`src/rtl/ppi_pkg.sv`:
```
package ppi_pkg;
  typedef enum logic [1:0] {
    SEL_A   = 2'd0,
    SEL_B   = 2'd1,
    SEL_C   = 2'd2,
    SEL_CTL = 2'd3
  } ppi_sel_e;

  // positions of the direction bits in a configuration word (1 = input)
  localparam int CW_KIND_BIT = 7;
  localparam int DIR_A_BIT   = 4;
  localparam int DIR_B_BIT   = 1;
  localparam int DIR_CL_BIT  = 0;
  localparam int DIR_CH_BIT  = 3;

  localparam logic [7:0] CFG_AT_RESET = 8'h9B;
  localparam logic [7:0] LITE_CTL_RD  = 8'hFF;

  typedef struct packed {
    logic a_in;
    logic b_in;
    logic cl_in;
    logic ch_in;
  } port_dir_t;
endpackage

```
`src/rtl/ppi_sync.sv`:
```
module ppi_sync #(
  parameter int W      = 8,
  parameter int STAGES = 2
) (
  input  logic         clk,
  input  logic         rst,
  input  logic [W-1:0] d,
  output logic [W-1:0] q
);
  logic [W-1:0] stg [STAGES];

  always_ff @(posedge clk) begin
    if (rst) stg[0] <= '0;
    else     stg[0] <= d;
  end

  for (genvar i = 1; i < STAGES; i++) begin : g_stage
    always_ff @(posedge clk) begin
      if (rst) stg[i] <= '0;
      else     stg[i] <= stg[i-1];
    end
  end

  assign q = stg[STAGES-1];
endmodule

```
`src/rtl/ppi_ctrl.sv`:
```
module ppi_ctrl
  import ppi_pkg::*;
#(
  parameter bit LITE = 1'b0,
  parameter int DW   = 8
) (
  input  logic          clk,
  input  logic          rst,
  input  logic          cfg_we,
  input  logic [DW-1:0] wdata,
  output logic [DW-1:0] cfg_q,
  output port_dir_t     dir
);
  always_ff @(posedge clk) begin
    if (rst)         cfg_q <= CFG_AT_RESET;
    else if (cfg_we) cfg_q <= wdata;
  end

  always_comb begin
    dir.a_in = cfg_q[DIR_A_BIT];
    if (LITE) begin
      dir.b_in  = 1'b1;
      dir.cl_in = 1'b0;
      dir.ch_in = 1'b0;
    end else begin
      dir.b_in  = cfg_q[DIR_B_BIT];
      dir.cl_in = cfg_q[DIR_CL_BIT];
      dir.ch_in = cfg_q[DIR_CH_BIT];
    end
  end


  cfg_dir_follow_chk: assert property (@(posedge clk) disable iff (rst)
    $past(cfg_we) |-> (dir.a_in == $past(wdata[DIR_A_BIT])));
endmodule

```
`src/rtl/ppi_latches.sv`:
```
module ppi_latches #(
  parameter int DW           = 8,
  parameter bit CLEAR_ON_CFG = 1'b1
) (
  input  logic          clk,
  input  logic          rst,
  input  logic          cfg_we,
  input  logic          bit_we,
  input  logic          wr_a,
  input  logic          wr_b,
  input  logic          wr_c,
  input  logic [DW-1:0] wdata,
  output logic [DW-1:0] a_q,
  output logic [DW-1:0] b_q,
  output logic [DW-1:0] c_q
);
  localparam int SELW = $clog2(DW);

  logic [SELW-1:0] bit_sel;
  assign bit_sel = wdata[SELW:1];

  always_ff @(posedge clk) begin
    if (rst) begin
      a_q <= '0;
      b_q <= '0;
      c_q <= '0;
    end else if (cfg_we) begin
      if (CLEAR_ON_CFG) begin
        a_q <= '0;
        b_q <= '0;
        c_q <= '0;
      end
    end else if (bit_we) begin
      c_q[bit_sel] <= wdata[0];
    end else begin
      if (wr_a) a_q <= wdata;
      if (wr_b) b_q <= wdata;
      if (wr_c) c_q <= wdata;
    end
  end


  cfg_clear_chk: assert property (@(posedge clk) disable iff (rst)
    (CLEAR_ON_CFG && $past(cfg_we)) |-> (a_q == '0 && b_q == '0 && c_q == '0));


  cfg_keep_chk: assert property (@(posedge clk) disable iff (rst)
    (!CLEAR_ON_CFG && $past(cfg_we)) |-> (a_q == $past(a_q) && c_q == $past(c_q)));


  bit_cmd_chk: assert property (@(posedge clk) disable iff (rst)
    $past(bit_we) |-> (c_q[$past(bit_sel)] == $past(wdata[0]) && a_q == $past(a_q)));
endmodule

```
`src/rtl/ppi_mode0.sv`:
```
module ppi_mode0
  import ppi_pkg::*;
#(
  parameter bit LITE        = 1'b0,
  parameter int SYNC_STAGES = 2
) (
  input  logic       clk,
  input  logic       rst,
  input  logic       cs,
  input  logic       rd,
  input  logic       wr,
  input  logic [1:0] addr,
  input  logic [7:0] wdata,
  output logic [7:0] rdata,
  input  logic [7:0] pa_in,
  output logic [7:0] pa_out,
  output logic [7:0] pa_oe,
  input  logic [7:0] pb_in,
  output logic [7:0] pb_out,
  output logic [7:0] pb_oe,
  input  logic [7:0] pc_in,
  output logic [7:0] pc_out,
  output logic [7:0] pc_oe
);
  localparam int DW  = 8;
  localparam int NIB = DW / 2;

  ppi_sel_e  sel;
  logic      we, re, cfg_we, bit_we;
  logic [DW-1:0] cfg_q, a_q, b_q, c_q, rd_val;
  logic [DW-1:0] a_s, b_s, c_s;
  port_dir_t dir;

  assign sel    = ppi_sel_e'(addr);
  assign we     = cs && wr;
  assign re     = cs && rd;
  assign cfg_we = we && (sel == SEL_CTL) &&  wdata[CW_KIND_BIT];
  assign bit_we = we && (sel == SEL_CTL) && !wdata[CW_KIND_BIT];

  ppi_ctrl #(.LITE(LITE), .DW(DW)) u_ctrl (
    .clk(clk), .rst(rst), .cfg_we(cfg_we), .wdata(wdata),
    .cfg_q(cfg_q), .dir(dir)
  );

  ppi_latches #(.DW(DW), .CLEAR_ON_CFG(!LITE)) u_lat (
    .clk(clk), .rst(rst), .cfg_we(cfg_we), .bit_we(bit_we),
    .wr_a(we && sel == SEL_A), .wr_b(we && sel == SEL_B), .wr_c(we && sel == SEL_C),
    .wdata(wdata), .a_q(a_q), .b_q(b_q), .c_q(c_q)
  );

  ppi_sync #(.W(3*DW), .STAGES(SYNC_STAGES)) u_sync (
    .clk(clk), .rst(rst), .d({pc_in, pb_in, pa_in}), .q({c_s, b_s, a_s})
  );

  assign pa_out = a_q;
  assign pb_out = b_q;
  assign pc_out = c_q;
  assign pa_oe  = {DW{~dir.a_in}};
  assign pb_oe  = {DW{~dir.b_in}};
  assign pc_oe  = {{NIB{~dir.ch_in}}, {NIB{~dir.cl_in}}};

  always_comb begin
    unique case (sel)
      SEL_A:   rd_val = dir.a_in ? a_s : a_q;
      SEL_B:   rd_val = dir.b_in ? b_s : b_q;
      SEL_C:   rd_val = {dir.ch_in ? c_s[DW-1:NIB] : c_q[DW-1:NIB],
                         dir.cl_in ? c_s[NIB-1:0]  : c_q[NIB-1:0]};
      default: rd_val = LITE ? LITE_CTL_RD : cfg_q;
    endcase
  end

  always_ff @(posedge clk) begin
    if (rst)     rdata <= '0;
    else if (re) rdata <= rd_val;
  end


  rdata_hold_chk: assert property (@(posedge clk) disable iff (rst)
    !$past(re) |-> $stable(rdata));
endmodule

```
`config.mk`:
```
export PLATFORM = sky130hd
export DESIGN_NAME = ppi_mode0
export DESIGN_NICKNAME = d
export VERILOG_FILES = /design/src/rtl/ppi_pkg.sv /design/src/rtl/ppi_sync.sv /design/src/rtl/ppi_ctrl.sv /design/src/rtl/ppi_latches.sv /design/src/rtl/ppi_mode0.sv
export SDC_FILE = /design/constraint.sdc
export NUM_CORES = 1
export LEC_CHECK = 0
export CAP_MARGIN = 20
export CORE_MARGIN = 2
export CORE_UTILIZATION = 52
export DETAILED_ROUTE_END_ITERATION = 7
export DONT_BUFFER_PORTS = 1
export PLACE_DENSITY = 0.73
export SLEW_MARGIN = 10
export SYNTH_ARGS = -nofsm -noshare
export SYNTH_HDL_FRONTEND = slang
export SYNTH_SLANG_ARGS = --single-unit
```
`constraint.sdc`:
```
create_clock -name clk -period 1.57 [get_ports clk]
set_input_delay 0.2355 -clock clk [delete_from_list [all_inputs] [get_ports clk]]
set_output_delay 0.2355 -clock clk [all_outputs]
set_load 0.005 [all_outputs]
```
# After elaboration in Yosys (flattened, before gate mapping)
# Memories as Yosys holds them, arrays and structs flattened.
# Cells that the tools add are included.
[classes]
bitwise_logic = 7
order_cmp = 2
n_mux = 15
eq_ne = 3
reduce_logical = 15
[op_table]
columns = ["operator", "n"]
rows = [
  ["$mux 24", 2],
  ["$mux 8", 4],
  ["$pmux 8 s3", 1],
  ["$logic_and 1x1->1", 9],
  ["$bwmux 8", 1],
  ["$mux 4", 2],
  ["$not 1->1", 5],
  ["$eq 2x2->1 const B", 2],
  ["$lt 3x4->1 const B", 1],
  ["$mux 1", 4],
  ["$reduce_and 2->1", 2],
  ["$demux 1 s3", 1],
  ["$ge 3x1->1 const B", 1],
  ["$eq 2x1->1 const B", 1],
  ["$logic_not 2->1", 1],
  ["$or 1x1->1", 2],
  ["$reduce_bool 2->1", 1],
  ["$reduce_or 2->1", 1],
  ["$logic_not 1->1", 1],
]
[word_totals]
memories = 1
ramBits = 48
ff_bits = 40
[mem_list]
columns = ["name", "depth", "word_bits", "read_ports", "rd_ports_with_merged_regs", "write_ports", "line", "source"]
rows = [
  ["u_sync.stg", 2, 24, 2, 0, 2, "ppi_sync.sv:10", "logic [W-1:0] stg [STAGES];"],
]

# Longest topological paths before layout
[logic_depth]
ltp_word = 6
depth_mapped = 7

# Cells and area by module
# Synthesis repeated with hierarchy kept, for this count alone.
[unflattened]
hier_cells = 367
hier_area_um2 = 3611.0
[by_module_without_submodules]
columns = ["module", "cells_per_inst", "area_each_um2", "seq_area_each_um2", "instances"]
rows = [
  ["ppi_sync", 101, 1305.0, 960.9, 1],
  ["ppi_latches", 111, 1058.5, 480.5, 1],
  ["ppi_mode0", 125, 918.4, 160.2, 1],
  ["ppi_ctrl", 30, 329.1, 160.2, 1],
]

# Least setup slack after synthesis
# OpenSTA, ideal clock, no wires.
[synth_path]
kind = "input to register"
start = "input addr[0]"
end = "register u_lat.a_q[7]"
setup_time_ns = 0.116
path_slack_ns = 0.246
t_arrival_ns = 1.208
required_time_ns = 1.454
path_buffers = 3
cell_stages = 7
path_cell_list = "buf_2 -> or2_1 -> buf_2 -> or2_1 -> buf_2 -> nand2_1 -> a21oi_1"
[synth_between]
elab_chain_cells = 5
elab_cells_between_ends = 9
cone_classes = "eq/ne (1); bitwise (1); reduce/logical (7)"
[synth_lines]
columns = ["item", "line", "source"]
rows = [
  ["from (decl)", "ppi_mode0.sv:12", "input logic [1:0] addr,"],
  ["$eq 2x2->1", "ppi_mode0.sv:37, ppi_mode0.sv:38", ""],
  ["$logic_and 1x1->1", "ppi_mode0.sv:37, ppi_mode0.sv:38", ""],
  ["$logic_and 1x1->1", "ppi_mode0.sv:38", "assign bit_we = we && (sel == SEL_CTL) && !wdata[CW_KIND_BIT];"],
  ["$not 1->1 (no source line)", "--", ""],
  ["$reduce_and 2->1 (no source line)", "--", ""],
  ["to (signal assigned)", "ppi_latches.sv:36", "if (wr_a) a_q <= wdata;"],
  ["to (decl)", "ppi_latches.sv:13", "output logic [DW-1:0] a_q,"],
]
# Parallel ways exist; a longest one is shown, timed or not.
# A chain may end at the register's enable or synchronous reset.

# Final worst setup path
[layout_path]
start = "register u_ctrl.cfg_q[4]"
end = "output pa_oe[1]"
[layout_between]
elab_chain_cells = 1
[layout_lines]
columns = ["item", "line", "source"]
rows = [
  ["from (decl)", "ppi_ctrl.sv:11", "output logic [DW-1:0] cfg_q,"],
  ["from (signal assigned)", "ppi_ctrl.sv:16", "else if (cfg_we) cfg_q <= wdata;"],
  ["$not 1->1", "ppi_mode0.sv:58", "assign pa_oe = {DW{~dir.a_in}};"],
  ["to (decl)", "ppi_mode0.sv:17", "output logic [7:0] pa_oe,"],
]
# Every way passes these cells.

==> run summary <==
reg2reg start = u_ctrl.cfg_q[0]$_SDFFE_PP1P_
diode count = 0
Rows = 30
CP max stage cell = dfxtp_1
initial DRC count = 230
CP Launch Type = register
ys flop type = dfxtp_1
Post-synth EDFFs = 0
Final Worst Setup Slack = 114 ps
minimum clock period = 1460 ps
die area = 7620 sq um
clock transition at the registers of the reported paths = 90 ps
Max H-tree Level = 3
total gr overflow = 0
Tightest Pin Transition = 374 ps
post-route ant nets = 0
worst r2r path cells = 4
RSZ-0062 raised after global routing = false
Setup Skew = 10.2 ps
RD Place Congestion = 0.870
status = finished clean
Worst Setup EP = pa_oe[1]
gr usage total = 24.0%
Compound-Gate Fraction of Synth Area = 12.5%
# setup viols final = 0
die width = 87.3 microns
die height = 87.3 microns
Synth Area in Simple Gates = 21.7%
initial antenna violation count = 0
Synth Area in Adders = 0%
largest net degree at the start of global routing = 55
Distinct cells, synth = 42
Setup CP Type = register to primary output
leakage power = 0.00161 uW
CTS tree = yes
Synth Area per Inst = 9.16 sq um
vias in the first global route = 2,516
I/O Pins = 95
setup total negative slack = 0 ps
fin. max-slew vios = 0
Via-to-Cell Ratio = 5.57
Worst VDD drop = 676 uV
cell family with most CP delay = flip-flops
synth warn = 0
core box area = 6760 sq um
mux share of post-synthesis cell area = 8.08%
Seq cells post-synth = 88
Synth Area in XOR/XNOR = 0%
PortBufs = 0
WP depth = 2
Critical Path, Cell by Cell = inv_1 > buf_4
largest family of logic cells by synthesized area = simple AND/OR/NAND/NOR gates
cell area after synthesis = 3610 sq um
DRC violations left = 0
slowest stage delay, CP = 530 ps
worst min path class = input pin to register
Syn Inst Count = 394
TritonRoute pass-1 iters = 4
Max-Cap Viols = 0
Initial Utilization = 53.4%
Seq/Total Area, Yosys = 48.8%
headroom to the max-slew limit = 74.9%
Critical path origin = u_ctrl.cfg_q[4]$_SDFFE_PP1P_
worst endpoint required time = 1330 ps
share of cells above drive strength 1 = 10.1%
CP bufs+invs = 2
Reg-to-Reg End = rdata[0]$_SDFFE_PP0P_
area grow syn2layout = 8.98%
syn nets = 433
Clock Latency Late Sink = 360 ps
Arr. time, crit path = 1220 ps
CTS max path bufs = 2
post-DR wirelength/cell = 18.1 microns
Via Count = 2,659
Max Fclk = 687 MHz
R2R setup slack = 210 ps
Crit. End Element = primary output
Max FO, Critical Path = 8
clk root buf = clkbuf_8
Post-synth ARST share = 0%
Final Hold Fails = 0
Power Dens Cells = 1040 nW/um^2
Post-Place Worst Slack = 239 ps
Clock Sinks = 88
cts bufs inserted = 9
NumNets Final = 431
Final period util = 92.7%
first-pass GRT wire length = 13,600 microns
total wire length = 8620 microns
DP HPWL = 5960 microns
-- how the worst min path moves through the flow --
stage | start | end | slack [ps] | cells past startpoint
final | wdata[4] | u_lat.b_q[4]$_SDFFE_PP0P_ | 9 | 2
after global routing | pb_in[3] | u_sync.stg[0][11]$_SDFF_PP0_ | 10 | 1
after CTS | wdata[4] | u_lat.a_q[4]$_SDFFE_PP0P_ | 1 | 2
after detailed placement | rst | u_sync.stg[0][7]$_SDFF_PP0_ | 310 | 1
after global placement | rst | u_sync.stg[0][1]$_SDFF_PP0_ | 310 | 1
after floorplan | pa_in[0] | u_sync.stg[0][0]$_SDFF_PP0_ | 360 | 1
-- timing repair --
item | in CTS | in global routing
buffers inserted | 0 | 0
hold buffers | 25 | 0
hold endpoints to repair | 60 | 0
resized for setup | 0 | 0
-- cell usage in the layout, fill, tap and decap left out, types with 2 or more instances in the layout --
master         netlist  routed
nand3_1              3       3
clkbuf_8             0       9
inv_6                0       3
a21oi_1             31      31
a211oi_1             5       5
o22ai_1              7       7
or2_1                3       3
clkinvlp_4           0       3
o31ai_1              2       2
nor4_1               2       2
buf_4               25      10
nand2_1             45      45
inv_1                8       8
nor3_1               7       7
nor4_2               2       2
nand2_4              2       2
dfxtp_1             88      88
mux2i_1             28      28
nor2b_1             50      50
a311oi_1             2       2
nor2_1              15      15
dlygate4sd3_1        0      24
nand2b_1             5       5
or4_1                2       2
o21ai_0             21      21
-- through the flow --
stage / util (%) / power (uW) / std cells / hold WS, ps / cell area (sq um)
2_1_floorplan: - / 2630 / 394 / 364 / 3610
3_3_place_gp: 51.7 / 2630 / 436 / 312 / 3490
3_5_place_dp: 51.7 / 2630 / 436 / 312 / 3490
4_1_cts: 58.2 / 4100 / 477 / 1.09 / 3930
5_1_grt: 58.2 / 4250 / 477 / 10.9 / 3930
6_report: 58.2 / 4080 / 477 / 8.88 / 3930
-- synthesized netlist by cell type (2+ instances only) --
cell	n	share of area [%]
nor4_1	2	0.35
buf_4	25	5.2
o22ai_1	7	1.2
a21oi_1	31	4.3
clkbuf_1	11	1.1
nor4_2	2	0.69
dfxtp_1	88	49
nor2_1	15	1.6
mux2i_1	28	7.8
inv_1	8	0.83
nor3_1	7	0.97
nand2_1	45	4.7
or4_1	2	0.42
nand2_4	2	0.62
a311oi_1	2	0.49
a211oi_1	5	1.0
nand2b_1	5	0.87
nand3_1	3	0.42
buf_2	11	1.5
nor2b_1	50	8.7
o21ai_0	21	2.9
o31ai_1	2	0.42
or2_1	3	0.52
-- flip-flops by register name, summed over array words and instances, names as in the netlist --
signal / flops
rdata: 8
u_lat.c_q: 8
u_sync.stg: 48
u_ctrl.cfg_q: 8
u_lat.a_q: 8
u_lat.b_q: 8
-- power breakdown --
group	switching, uW	total, uW	internal [uW]
clock network	837	1420	588
registers	48.4	2370	2320
logic	145	289	144
-- layer usage --
metal	wire length (microns)	global-route usage [%]	vias up
li1	-	-	1300
met1	3440	30.1	1223
met2	4020	36.7	117
met3	887	9.00	19
met4	268	11.0	0
met5	0	0	-
-- area by class of cell --
type / count / area, sq um
clock inverter: 7 / 53.8
inverter: 8 / 30.0
multi-input combinational: 250 / 1530
fill: 594 / 2820
sequential: 88 / 1760
tap: 80 / 100
clock buffer: 9 / 124
timing repair buffer: 35 / 335
-- logic make-up after synthesis --
logic type	Yosys count
flops	88
compound gates	76
mux	29
buf+inv	56
simple gates	145
(Power assumes the default switching activity.)
